**src/rtl/rob_pkg.sv**
```systemverilog
package rob_pkg;
  // adjusted slot count for a request: 0 -> 1, capped at slots
  function automatic int unsigned cap_req(int unsigned n, int unsigned slots);
    if (n == 0) return 1;
    if (n > slots) return slots;
    return n;
  endfunction

  function automatic int unsigned wrap_add(int unsigned p, int unsigned n, int unsigned slots);
    int unsigned s;
    s = p + n;
    return (s >= slots) ? s - slots : s;
  endfunction
endpackage

```
**src/rtl/rob_free_ctr.sv**
```systemverilog
module rob_free_ctr #(
  parameter int unsigned SLOTS = 8,
  parameter int unsigned CNT_W = 4
) (
  input  logic             clk_i,
  input  logic             rst_ni,
  input  logic [CNT_W-1:0] take_i,
  input  logic [CNT_W-1:0] give_i,
  output logic [CNT_W-1:0] free_o,
  output logic             full_o,
  output logic             empty_o
);
  logic [CNT_W-1:0] free_q;

  always_ff @(posedge clk_i or negedge rst_ni) begin
    if (!rst_ni) free_q <= CNT_W'(SLOTS);
    else         free_q <= free_q - take_i + give_i;
  end

  assign free_o  = free_q;
  assign full_o  = (free_q == '0);
  assign empty_o = (free_q == CNT_W'(SLOTS));

  p_take_fits_r6: assert property (@(posedge clk_i) disable iff (!rst_ni)
    take_i <= free_q);
  p_no_overflow_r8: assert property (@(posedge clk_i) disable iff (!rst_ni)
    {1'b0, give_i} <= (CNT_W+1)'(SLOTS) - {1'b0, free_q});
endmodule

```
**src/rtl/rob_retire_sel.sv**
```systemverilog
module rob_retire_sel import rob_pkg::*; #(
  parameter int unsigned SLOTS = 8,
  parameter int unsigned IDX_W = 8,
  parameter int unsigned LANES = 2,
  parameter int unsigned PTR_W = 3,
  parameter int unsigned CNT_W = 4
) (
  input  logic [PTR_W-1:0]             head_i,
  input  logic [CNT_W-1:0]             occ_i,
  input  logic [SLOTS-1:0]             vld_i,
  input  logic [SLOTS-1:0]             exe_i,
  input  logic [SLOTS-1:0][CNT_W-1:0]  ns_i,
  input  logic [SLOTS-1:0][IDX_W-1:0]  idx_i,
  output logic [LANES-1:0]             ret_vld_o,
  output logic [LANES*IDX_W-1:0]       ret_idx_o,
  output logic [SLOTS-1:0]             ret_clr_o,
  output logic [PTR_W-1:0]             head_nxt_o,
  output logic [CNT_W-1:0]             freed_o
);
  always_comb begin : walk
    logic [PTR_W-1:0] p;
    logic [CNT_W:0]   acc;
    logic             go;
    p = head_i;
    acc = '0;
    go = 1'b1;
    ret_vld_o = '0;
    ret_idx_o = '0;
    ret_clr_o = '0;
    for (int k = 0; k < LANES; k++) begin
      // acc < occ guards against re-visiting a slot after a full wrap
      if (go && (acc < {1'b0, occ_i}) && vld_i[p] && exe_i[p]) begin
        ret_vld_o[k] = 1'b1;
        ret_idx_o[k*IDX_W +: IDX_W] = idx_i[p];
        ret_clr_o[p] = 1'b1;
        acc = acc + {1'b0, ns_i[p]};
        p = PTR_W'(wrap_add(32'(p), 32'(ns_i[p]), SLOTS));
      end else begin
        go = 1'b0;
      end
    end
    head_nxt_o = p;
    freed_o    = CNT_W'(acc);
  end
endmodule

```
**src/rtl/rob_slot_tracker.sv**
```systemverilog
module rob_slot_tracker import rob_pkg::*; #(
  parameter int unsigned SLOTS   = 8,
  parameter int unsigned RET_MAX = 2,
  parameter int unsigned IDX_W   = 8,
  parameter int unsigned UOP_W   = 5,
  localparam int unsigned PTR_W  = (SLOTS > 1) ? $clog2(SLOTS) : 1,
  localparam int unsigned CNT_W  = $clog2(SLOTS + 1),
  localparam int unsigned LANES  = (RET_MAX == 0 || RET_MAX > SLOTS) ? SLOTS : RET_MAX
) (
  input  logic                   clk_i,
  input  logic                   rst_ni,
  input  logic                   rsv_valid_i,
  input  logic [UOP_W-1:0]       rsv_uops_i,
  input  logic [IDX_W-1:0]       rsv_idx_i,
  output logic [PTR_W-1:0]       rsv_token_o,
  output logic                   avail_o,
  output logic                   full_o,
  output logic                   empty_o,
  input  logic                   exec_valid_i,
  input  logic [PTR_W-1:0]       exec_token_i,
  output logic [LANES-1:0]       retire_valid_o,
  output logic [LANES*IDX_W-1:0] retire_idx_o
);
  logic [SLOTS-1:0]            vld_q, exe_q, vld_d, exe_d, clr;
  logic [SLOTS-1:0][IDX_W-1:0] idx_q;
  logic [SLOTS-1:0][CNT_W-1:0] ns_q;
  logic [PTR_W-1:0]            head_q, tail_q, head_nxt;
  logic [CNT_W-1:0]            free, req_n, freed, take;
  logic                        fire;

  assign req_n       = CNT_W'(cap_req(32'(rsv_uops_i), SLOTS));
  assign avail_o     = (free >= req_n);
  assign fire        = rsv_valid_i & avail_o;
  assign take        = fire ? req_n : '0;
  assign rsv_token_o = tail_q;

  rob_free_ctr #(.SLOTS(SLOTS), .CNT_W(CNT_W)) u_free (
    .clk_i, .rst_ni, .take_i(take), .give_i(freed),
    .free_o(free), .full_o(full_o), .empty_o(empty_o)
  );

  rob_retire_sel #(.SLOTS(SLOTS), .IDX_W(IDX_W), .LANES(LANES),
                   .PTR_W(PTR_W), .CNT_W(CNT_W)) u_sel (
    .head_i(head_q), .occ_i(CNT_W'(SLOTS) - free), .vld_i(vld_q), .exe_i(exe_q),
    .ns_i(ns_q), .idx_i(idx_q), .ret_vld_o(retire_valid_o),
    .ret_idx_o(retire_idx_o), .ret_clr_o(clr), .head_nxt_o(head_nxt),
    .freed_o(freed)
  );

  always_comb begin
    vld_d = vld_q & ~clr;
    exe_d = exe_q & ~clr;
    if (exec_valid_i) exe_d[exec_token_i] = vld_q[exec_token_i];
    if (fire) begin
      vld_d[tail_q] = 1'b1;
      exe_d[tail_q] = 1'b0;
    end
  end

  always_ff @(posedge clk_i or negedge rst_ni) begin
    if (!rst_ni) begin
      vld_q  <= '0;
      exe_q  <= '0;
      idx_q  <= '0;
      ns_q   <= '0;
      head_q <= '0;
      tail_q <= '0;
    end else begin
      vld_q  <= vld_d;
      exe_q  <= exe_d;
      head_q <= head_nxt;
      if (fire) begin
        idx_q[tail_q] <= rsv_idx_i;
        ns_q[tail_q]  <= req_n;
        tail_q        <= PTR_W'(wrap_add(32'(tail_q), 32'(req_n), SLOTS));
      end
    end
  end

  p_exec_live_r3: assert property (@(posedge clk_i) disable iff (!rst_ni)
    exec_valid_i |-> vld_q[exec_token_i]);
  p_lanes_packed_r9: assert property (@(posedge clk_i) disable iff (!rst_ni)
    $onehot0(LANES'(retire_valid_o + 1'b1)));
  p_free_hold_r8: assert property (@(posedge clk_i) disable iff (!rst_ni)
    (!fire && retire_valid_o == '0) |=> $stable(free));
  p_full_empty_r7: assert property (@(posedge clk_i) disable iff (!rst_ni)
    !(full_o && empty_o));
  p_no_retire_empty_r3: assert property (@(posedge clk_i) disable iff (!rst_ni)
    empty_o |-> retire_valid_o == '0);
endmodule

```
**config.mk**
```make
export PLATFORM = sky130hd
export DESIGN_NAME = rob_slot_tracker
export DESIGN_NICKNAME = d
export VERILOG_FILES = /design/src/rtl/rob_pkg.sv /design/src/rtl/rob_free_ctr.sv /design/src/rtl/rob_retire_sel.sv /design/src/rtl/rob_slot_tracker.sv
export SDC_FILE = /design/constraint.sdc
export NUM_CORES = 1
export LEC_CHECK = 0
export BUFFER_PORTS_ARGS = -buffer_cell sky130_fd_sc_hd__buf_4
export CORE_MARGIN = 2
export CORE_UTILIZATION = 45
export CTS_CLUSTER_SIZE = 12
export DETAILED_ROUTE_END_ITERATION = 16
export SETUP_SLACK_MARGIN = 0.15
export SLEW_MARGIN = 20
export SYNTH_ARGS = -nofsm -noshare
export SYNTH_HDL_FRONTEND = slang
export SYNTH_SLANG_ARGS = --single-unit
```
**constraint.sdc**
```tcl
create_clock -name clk_i -period 10.45 [get_ports clk_i]
set_clock_uncertainty 0.2 [all_clocks]
set_input_delay 2.09 -clock clk_i [delete_from_list [all_inputs] [get_ports clk_i]]
set_output_delay 2.09 -clock clk_i [all_outputs]
set_load 0.05 [all_outputs]
```
# After elaboration in Yosys (flattened, before gate mapping)
# Index checks and enable logic that the tools add are counted.
dict set report word_totals {
  regBits 122
  word_cells 123
}
dict set report op_classes {
  add_sub_neg 10
  n_lt_le_gt_ge 15
  eq_ne 1
  muxes 57
  bitwise 8
  n_reduce_logical 11
}
# op count
set ops {}
lappend ops {{$mux 8} 10}
lappend ops {{$bwmux 64} 1}
lappend ops {{$bmux 8 s3} 2}
lappend ops {{$mux 4} 9}
lappend ops {{$bwmux 32} 1}
lappend ops {{$and 8x8->8} 3}
lappend ops {{$bmux 4 s3} 2}
lappend ops {{$demux 8 s3} 1}
lappend ops {{$lt 3x4->1 const B} 4}
lappend ops {{$not 8->8} 2}
lappend ops {{$or 8x8->8} 2}
lappend ops {{$add 3x4->5} 3}
lappend ops {{$bmux 1 s3} 5}
lappend ops {{$ge 5x4->1 const B} 3}
lappend ops {{$mux 1} 15}
lappend ops {{$mux 3} 5}
lappend ops {{$demux 1 s3} 4}
lappend ops {{$demux 4 s3} 1}
lappend ops {{$ge 3x1->1 const B} 4}
lappend ops {{$logic_and 1x1->1} 9}
lappend ops {{$sub 3x1->3 const B} 3}
lappend ops {{$add 4x4->4} 2}
lappend ops {{$bwmux 8} 1}
lappend ops {{$gt 5x4->1 const B} 1}
lappend ops {{9 further kinds} 9}

# Logic depth before layout (Yosys ltp)
# Gate-level depths: netlist (run 1).
dict set report depth {
  ltp_word 18
  mapped_depth 32
  ltp_nobuf 29
}

# Hierarchy
# A second synthesis (run 1) with hierarchy kept.
dict set report unflattened {
  hier_cells 663
  area_unflattened_um2 7542.2
}
# mod n_inst cells_per_inst area_each_um2
set modules_own_cells {}
lappend modules_own_cells {rob_slot_tracker 1 326 4818.4}
lappend modules_own_cells {rob_retire_sel 1 307 2403.6}
lappend modules_own_cells {rob_free_ctr 1 30 320.3}

# Worst setup path after synthesis (run 1)
# OpenSTA, ideal clock, no wires.
dict set report synth_timing {
  path_type {reg-to-output}
  from {register head_q[0]}
  to {output port retire_idx_o[10]}
  arrival_ps 5477
  required_time_ps 8160
  setup_slack_ps 2683
  stages_incl_launch_ff 16
  path_buffers 5
  path_cell_list {dfrtp_1 -> buf_4 -> buf_6 -> clkbuf_1 -> buf_1 -> a311oi_1 -> o22a_1 -> fa_1 -> and3b_4 -> nor2_1 -> and4_1 -> a311o_1 -> a2111o_1 -> a211o_1 -> buf_6 -> nor4_1}
}
dict set report synth_via {
  elab_chain_len 11
  elab_cells_between_ends 26
  classes_between {add/sub (2); order compare (2); mux (17); reduce/logical (5)}
}
# element line
set synth_lines {}
lappend synth_lines {{start, declared} rob_slot_tracker.sv:27} ;# logic [PTR_W-1:0] head_q, tail_q, head_nxt;
lappend synth_lines {{start signal, assigned} rob_slot_tracker.sv:71} ;# head_q <= head_nxt;
lappend synth_lines {{$bmux 4 s3} {rob_retire_sel.sv:36, rob_retire_sel.sv:37}}
lappend synth_lines {{$mux 4 (not written as such)} {rob_retire_sel.sv:36, rob_retire_sel.sv:37}}
lappend synth_lines {{$add 3x4->5} rob_pkg.sv:11} ;# s = p + n;
lappend synth_lines {{$ge 5x4->1 or $sub 3x1->3 (tied branches)} rob_pkg.sv:12} ;# return (s >= slots) ? s - slots : s;
lappend synth_lines {{$mux 3} rob_pkg.sv:12}
lappend synth_lines {{$mux 3} rob_retire_sel.sv:32} ;# if (go && (acc < {1'b0, occ_i}) && vld_i[p] && exe_i[p]) begin
lappend synth_lines {{$bmux 1 s3} rob_retire_sel.sv:32}
lappend synth_lines {{$mux 1 (not written as such)} rob_retire_sel.sv:32}
lappend synth_lines {{$logic_and 1x1->1 (2 in series)} rob_retire_sel.sv:32}
lappend synth_lines {{$mux 8 *} rob_retire_sel.sv:32}
lappend synth_lines {{end, declared} rob_slot_tracker.sv:22} ;# output logic [LANES*IDX_W-1:0] retire_idx_o
# Mark *: on every way between the ends. The rest lies on a longest branch, timed or not. The select of a mux whose other input is x is not followed.

# Final worst setup path (run 1)
# Same ends and word-level chain as after synthesis.

==> results by group, run 1 <==
Outcome
  • Status: completed

Placed design
  • Hpwl dp: 16.0 mm
  • IO buf count: 43
  • RePlAce Congestion: 0.930
  • Dpl ws: 2.96 ns

STA
  • Fin. max-slew vios: 0
  • Setup ws final: 2.48 ns
  • Slew HR: 0.329
  • Period Utilization, post-route: 0.763
  • RSZ-0062 raised after global routing: false
  • Worst-margin pin slew: 1.00 ns
  • Setup TNS: 0 ns
  • Final hold violations: 0
  • Finish-stage setup viols: 0
  • Fmax: 125 MHz
  • Fin crit period: 7.97 ns

Pwr
  • Pwr dens: 397 nW/um^2
  • Tot Pwr: 3430 uW
  • Leakage power: 0.00396 uW
  • VDD IR max: 204 uV

Global route
  • Initial antenna violation count: 0
  • Grt ovf: 0
  • Vias in the first global route: 6,630
  • Largest net degree at the start of global routing: 72
  • GRT Total Usage: 0.278
  • First-pass GRT wire length: 37.2 mm

Clock tree
  • Root buf cell: clkbuf_16
  • CTS buffer count: 17
  • CTS tree: built
  • Cts repair resizes: 0
  • Clk_lat worst skew: 0.42 ns
  • H-tree Lvls: 4
  • Worst-path clk slew: 0.06 ns
  • Hold-fix buffers, CTS: 0
  • Postcts setup bufs: 0
  • Clock net sink count: 122
  • Clock buffer depth: 2

Setup path
  • Reg-to-reg slack, setup: 3.04 ns
  • Crit path kind: register to output port
  • Slowest CP cell: a311o_1
  • Crit-path leading delay family: compound AO/OA/AOI/OAI gates
  • CP Capture Type: output port
  • Worst path most repeated cell: buf_4
  • CP bufs+invs: 4
  • Worst EP arrival: 5.68 ns
  • CP Max Fanout: 45
  • Cells traversed along the worst timing path: buf_4 -> mux2i_1 -> nor2_1 -> a31oi_1 -> o221ai_1 -> ha_1 -> inv_1 -> fa_1 -> and3b_4 -> nor2_1 -> and4_1 -> a311o_1 -> a2111o_1 -> a211o_1 -> buf_4 -> nor4_1 -> buf_4
  • Crit start category: register
  • Max incr delay on CP: 0.60 ns
  • WP data required: 8.16 ns

Yosys
  • Sequential share of the synthesized area: 0.409
  • Post-synthesis cell area: 7470 um^2
  • XOR/XNOR share of the synthesized area: 0.0162
  • YS warnings: 0
  • Yosys top cell area share: 0.405
  • Async SR Flop Fraction: 1.00
  • Post-Synth Simple-Gate Area: 0.198
  • Post-synth EDFFs: 0
  • Post-Syn Instances: 802
  • Largest cells by area after synthesis: dfrtp_1 (41%), nand2_1 (9.6%), mux2_2 (5.9%)
  • Seq cells post-synth: 122
  • Compound-Gate Fraction of Synth Area: 0.150
  • Combinational family with the most area after synthesis: simple AND/OR/NAND/NOR gates
  • Synth Area per Inst: 9.32 um^2
  • Multiplexer share of the synthesized area: 0.132
  • Adder-cell area share of the yosys netlist: 0.0506
  • Syn_nets: 848
  • Synth unique cells: 83
  • Area leader, netlist: dfrtp_1
  • Main flop type after synthesis: dfrtp_1

Die
  • Chip width: 133 um
  • Site Rows: 47
  • Die height: 133 um
  • Core area: 16,400 um^2
  • Die area: 17,600 um^2
  • Starting Density: 0.455
  • Top-level I/O count: 44

Drt
  • Remaining antenna violation count: 0
  • DRT Pass-1 Iters: 7
  • Vias per cell: 6.21
  • Vias: 6,620
  • Wirelength per Cell: 22.5 um
  • Routed wire length: 24.0 mm
  • DRC: 0
  • DRT iter0 DRCs: 646

Final layout
  • Synth-to-Final Area Change: 15.8%
  • Number of diodes: 0
  • Layout cells sized above 1: 0.201
  • Fin nets: 879
  • Core Util, Final: 0.527

Job
  • Max Cap Viol: 0

Min path
  • Hold crit path type: register to register
-- per-layer routing --
layer	wire length, um	global-route usage	vias to the layer above
li1	-	-	2935
met1	10000	0.361	3298
met2	11400	0.449	323
met3	1920	0.0693	64
met4	719	0.108	0
met5	0	0	-
-- cells in the mapped netlist, drive strengths merged, types with 7 or more instances --
cell type and number:
o221ai 10, dfrtp 121, nand3 11, clkbuf 33
mux4 12, o21ai 56, inv 30, o22ai 29
and3 10, mux2 40, xnor2 10, nand2 193
buf 13, nand2b 10, nor2 41, mux2i 25
nor3 15, a21oi 16, fa 7, a32o 11
ha 19, nor4 12
-- path summary, 6_finish.rpt --
path                                     to  depth (start not counted)       from
min in group asynchronous          ns_q[22]                          1     rst_ni
hold reg to reg                    vld_q[2]                          1   vld_q[2]
max in group asynchronous         head_q[0]                          2     rst_ni
setup / recovery           retire_idx_o[10]                         17  head_q[0]
hold / removal                     vld_q[2]                          1   vld_q[2]
setup reg to reg           u_free.free_o[3]                         30  head_q[0]
-- sequential cells by signal, indices dropped and copies added, names as in the netlist --
signal and cells:
idx_q 64, ns_q 32, exe_q 8, vld_q 8
u_free.free_o 4, head_q 3, rsv_token_o 3
-- cells in the final DEF (no fill, tap or decap), types with 4 or more instances in the layout --
master / count
o221ai_1: 10
and3_1: 9
nor2_1: 40
buf_4: 58
mux4_2: 12
fa_1: 7
ha_1: 19
a32o_1: 10
mux2_2: 39
nand2_1: 192
mux2i_1: 24
xnor2_1: 8
a21o_1: 6
clkbuf_16: 17
nor4_2: 4
nor4_1: 7
nand2b_1: 10
nor3_1: 15
inv_6: 5
and2_1: 5
a21oi_1: 16
nand4_1: 4
bufinv_16: 4
dfrtp_1: 120
o21ai_0: 53
inv_1: 27
nand3_1: 11
o22ai_1: 29
clkinv_4: 4
-- layout make-up --
| cell class | instances | area [um^2] |
|---|---|---|
| fill | 1476 | 7760 |
| multi-input combinational | 602 | 4120 |
| sequential | 122 | 3060 |
| timing repair buffer | 58 | 435 |
| clock buffer | 17 | 425 |
| tap | 220 | 275 |
| clock inverter | 15 | 214 |
| inverter | 32 | 128 |
-- cells by family (layout without fill, tap and decap cells) --
logic type | count (synthesis) | in the layout
flip-flops | 122 | 122
adder cells (fa/ha/maj) | 26 | 26
XOR/XNOR | 13 | 13
AND/OR/NAND/NOR | 322 | 322
AO/OA/AOI/OAI | 164 | 164
buffers and inverters | 78 | 122
multiplexers | 77 | 77
-- through the flow --
stage                     cell area (um^2)  hold WS, ns  cells
after floorplan                       7470        0.256    802
after global placement                8000        0.279   1034
after detailed placement              8000        0.285   1034
after CTS                             8640        0.307   1066
after global routing                  8650        0.309   1066
final                                 8650        0.303   1066
-- worst reg2reg max path, delay by kind of cell (launching register included) --
family | cells | cell delay [ns]
AO/OA/AOI/OAI | 6 | 1.08
XOR/XNOR | 4 | 0.61
adder cells (fa/ha/maj) | 6 | 2.08
buffers and inverters | 5 | 0.98
flip-flops | 1 | 0.39
multiplexers | 1 | 0.29
AND/OR/NAND/NOR | 8 | 1.70
-- power breakdown --
part | leakage, uW | internal [uW] | total, uW | switching (uW)
clock network | 0.000311 | 404 | 644 | 240
registers | 0.00157 | 671 | 873 | 202
logic | 0.00208 | 740 | 1910 | 1180
No activity file was read; power rests on OpenSTA's default activity.
==> run 2, diff against run 1 <==
Settings changed: ABC_AREA from default to 1.
Clock period 10.45 ns to 7.7 ns, I/O delays scaled along.
==> run 2 against run 1 <==
  * First-iteration DRC count up 0.46%
  * Area after synthesis down 0.18%
  * Flip-flop and latch count unchanged
  * Setup slack worse by 1.7 ns
  * Worst hold slack better by 0.0020 ns
  * Critical endpoint is now u_free.free_o[3]
==> results by group, run 2 <==
Setup path
  • CP Max Fanout: 28
  • Max incr delay on CP: 0.66 ns
  • Slowest CP cell: dfrtp_1
  • CP bufs+invs: 8
  • Worst EP arrival: 7.06 ns
  • Worst path most repeated cell: inv_1
  • CP Capture Type: register
  • Reg-to-reg slack, setup: 0.79 ns
  • Crit-path leading delay family: adder cells
  • Crit start category: register
  • Crit path kind: register to register
  • WP data required: 7.85 ns

Global route
  • Largest net degree at the start of global routing: 66
  • Grt ovf: 0
  • Vias in the first global route: 6,683
  • Initial antenna violation count: 0
  • GRT Total Usage: 0.279
  • First-pass GRT wire length: 37.8 mm

Placed design
  • Hpwl dp: 16.4 mm
  • RePlAce Congestion: 0.909
  • IO buf count: 43

Drt
  • Vias: 7,098
  • Vias per cell: 5.65
  • DRT iter0 DRCs: 649
  • DRT Pass-1 Iters: 6
  • Routed wire length: 23.8 mm
  • Remaining antenna violation count: 0
  • DRC: 0
  • Wirelength per Cell: 19.0 um

Yosys
  • Seq cells post-synth: 122
  • Synth unique cells: 47
  • Post-synth EDFFs: 0
  • Syn_nets: 1,037
  • Async SR Flop Fraction: 1.00
  • YS warnings: 0
  • Post-Syn Instances: 991
  • Largest cells by area after synthesis: dfrtp_1 (41%), nand2_1 (15%), o21ai_0 (8.2%)
  • Main flop type after synthesis: dfrtp_1
  • Area leader, netlist: dfrtp_1
  • Post-synthesis cell area: 7460 um^2
  • Yosys top cell area share: 0.406
  • Synth Area per Inst: 7.52 um^2
  • Sequential share of the synthesized area: 0.410
  • Most common library cells after synthesis: nand2_1 (294), o21ai_0 (122), dfrtp_1 (121)
  • Most frequent cell after synthesis: nand2_1

Clock tree
  • CTS tree: built
  • Worst-path clk slew: 0.06 ns
  • Cts repair resizes: 0
  • Clk_lat worst skew: 0.43 ns
  • Postcts setup bufs: 0
  • Clock buffer depth: 2
  • Root buf cell: clkbuf_16
  • Hold-fix buffers, CTS: 0
  • Clock net sink count: 122
  • H-tree Lvls: 4
  • CTS buffer count: 17

Final layout
  • Synth-to-Final Area Change: 14.0%
  • Commonest non-fill, non-tap cell in the layout: nand2_1
  • Layout cells sized above 1: 0.122
  • Number of diodes: 0
  • Largest Register: idx_q
  • Largest regs: idx_q x64, ns_q x32
  • Leading cell types in the layout, fill and taps excluded: nand2_1 (293), o21ai_0 (122), dfrtp_1 (121), inv_1 (100), o22ai_1 (64)
  • Max reg flops: 64
  • Fin nets: 1,069

STA
  • Worst-margin pin slew: 1.10 ns
  • Fin. max-slew vios: 0
  • Period Utilization, post-route: 0.897
  • Fin crit period: 6.91 ns
  • Slew HR: 0.266
  • Final hold violations: 0
  • RSZ-0062 raised after global routing: false
  • Setup TNS: 0 ns
  • Finish-stage setup viols: 0
  • Fmax: 145 MHz

Die
  • Core area: 16,400 um^2
  • Die height: 133 um
  • Die area: 17,600 um^2
  • Site Rows: 47
  • Top-level I/O count: 44
  • Chip width: 133 um
  • Starting Density: 0.455

Outcome
  • Status: completed

Job
  • Max Cap Viol: 0

Min path
  • Hold crit path type: register to register
run 2: final timing paths:
| check | startpoint | end | cells past startpoint |
|---|---|---|---|
| worst max-delay path | head_q[0] | u_free.free_o[3] | 32 |
| worst min-delay path | ns_q[23] | ns_q[23] | 2 |
| worst max register to register | head_q[0] | u_free.free_o[3] | 32 |
| worst min register to register | ns_q[23] | ns_q[23] | 2 |
| max in group asynchronous | rst_ni | vld_q[0] | 2 |
| min in group asynchronous | rst_ni | idx_q[25] | 1 |
run 2: routing by layer:
layer / global-route usage / routed length (um)
met1: 0.375 / 10300
met2: 0.446 / 11100
met3: 0.0582 / 1620
met4: 0.108 / 792
met5: 0 / 0
run 2: cell families (layout without fill, tap and decap cells):
logic type      count (synthesis)  after routing  synth area share
compound gates                230            230             0.176
xor+xnor                        7              7           0.00822
fa+ha+maj                      26             26            0.0507
buf+inv                       143            188            0.0812
flops                         122            122             0.410
simple gates                  463            463             0.274
run 2: through the flow:
step	setup slack, ns	instance area [um^2]	hold WS (ns)	instances	utilization
6_report	0.790	8500	0.305	1256	0.518
5_1_grt	0.331	8500	0.332	1256	0.518
4_1_cts	0.903	8500	0.304	1256	0.518
3_5_place_dp	0.889	7900	0.289	1224	0.482
3_3_place_gp	1.16	7900	0.275	1224	0.482
2_1_floorplan	1.82	7460	0.253	991	-
run 2: tightest hold or removal path: stages (launching register included):
cell and delay [ns]:
dfrtp_1 0.35, nand2_1 0.05, o21ai_0 0.07
run 2: final cells by class:
class	instances	area, um^2
Clock inverter	14	164
Timing Repair Buffer	48	360
Fill cell	1628	7910
Inverter	108	415
Clock buffer	18	429
Multi-Input combinational cell	726	3800
Tap cell	220	275
Sequential cell	122	3050
Power of run 2 is left out: the tool's default activity adds up to more than one toggle a clock period on the data nets, which glitch-free logic cannot reach.
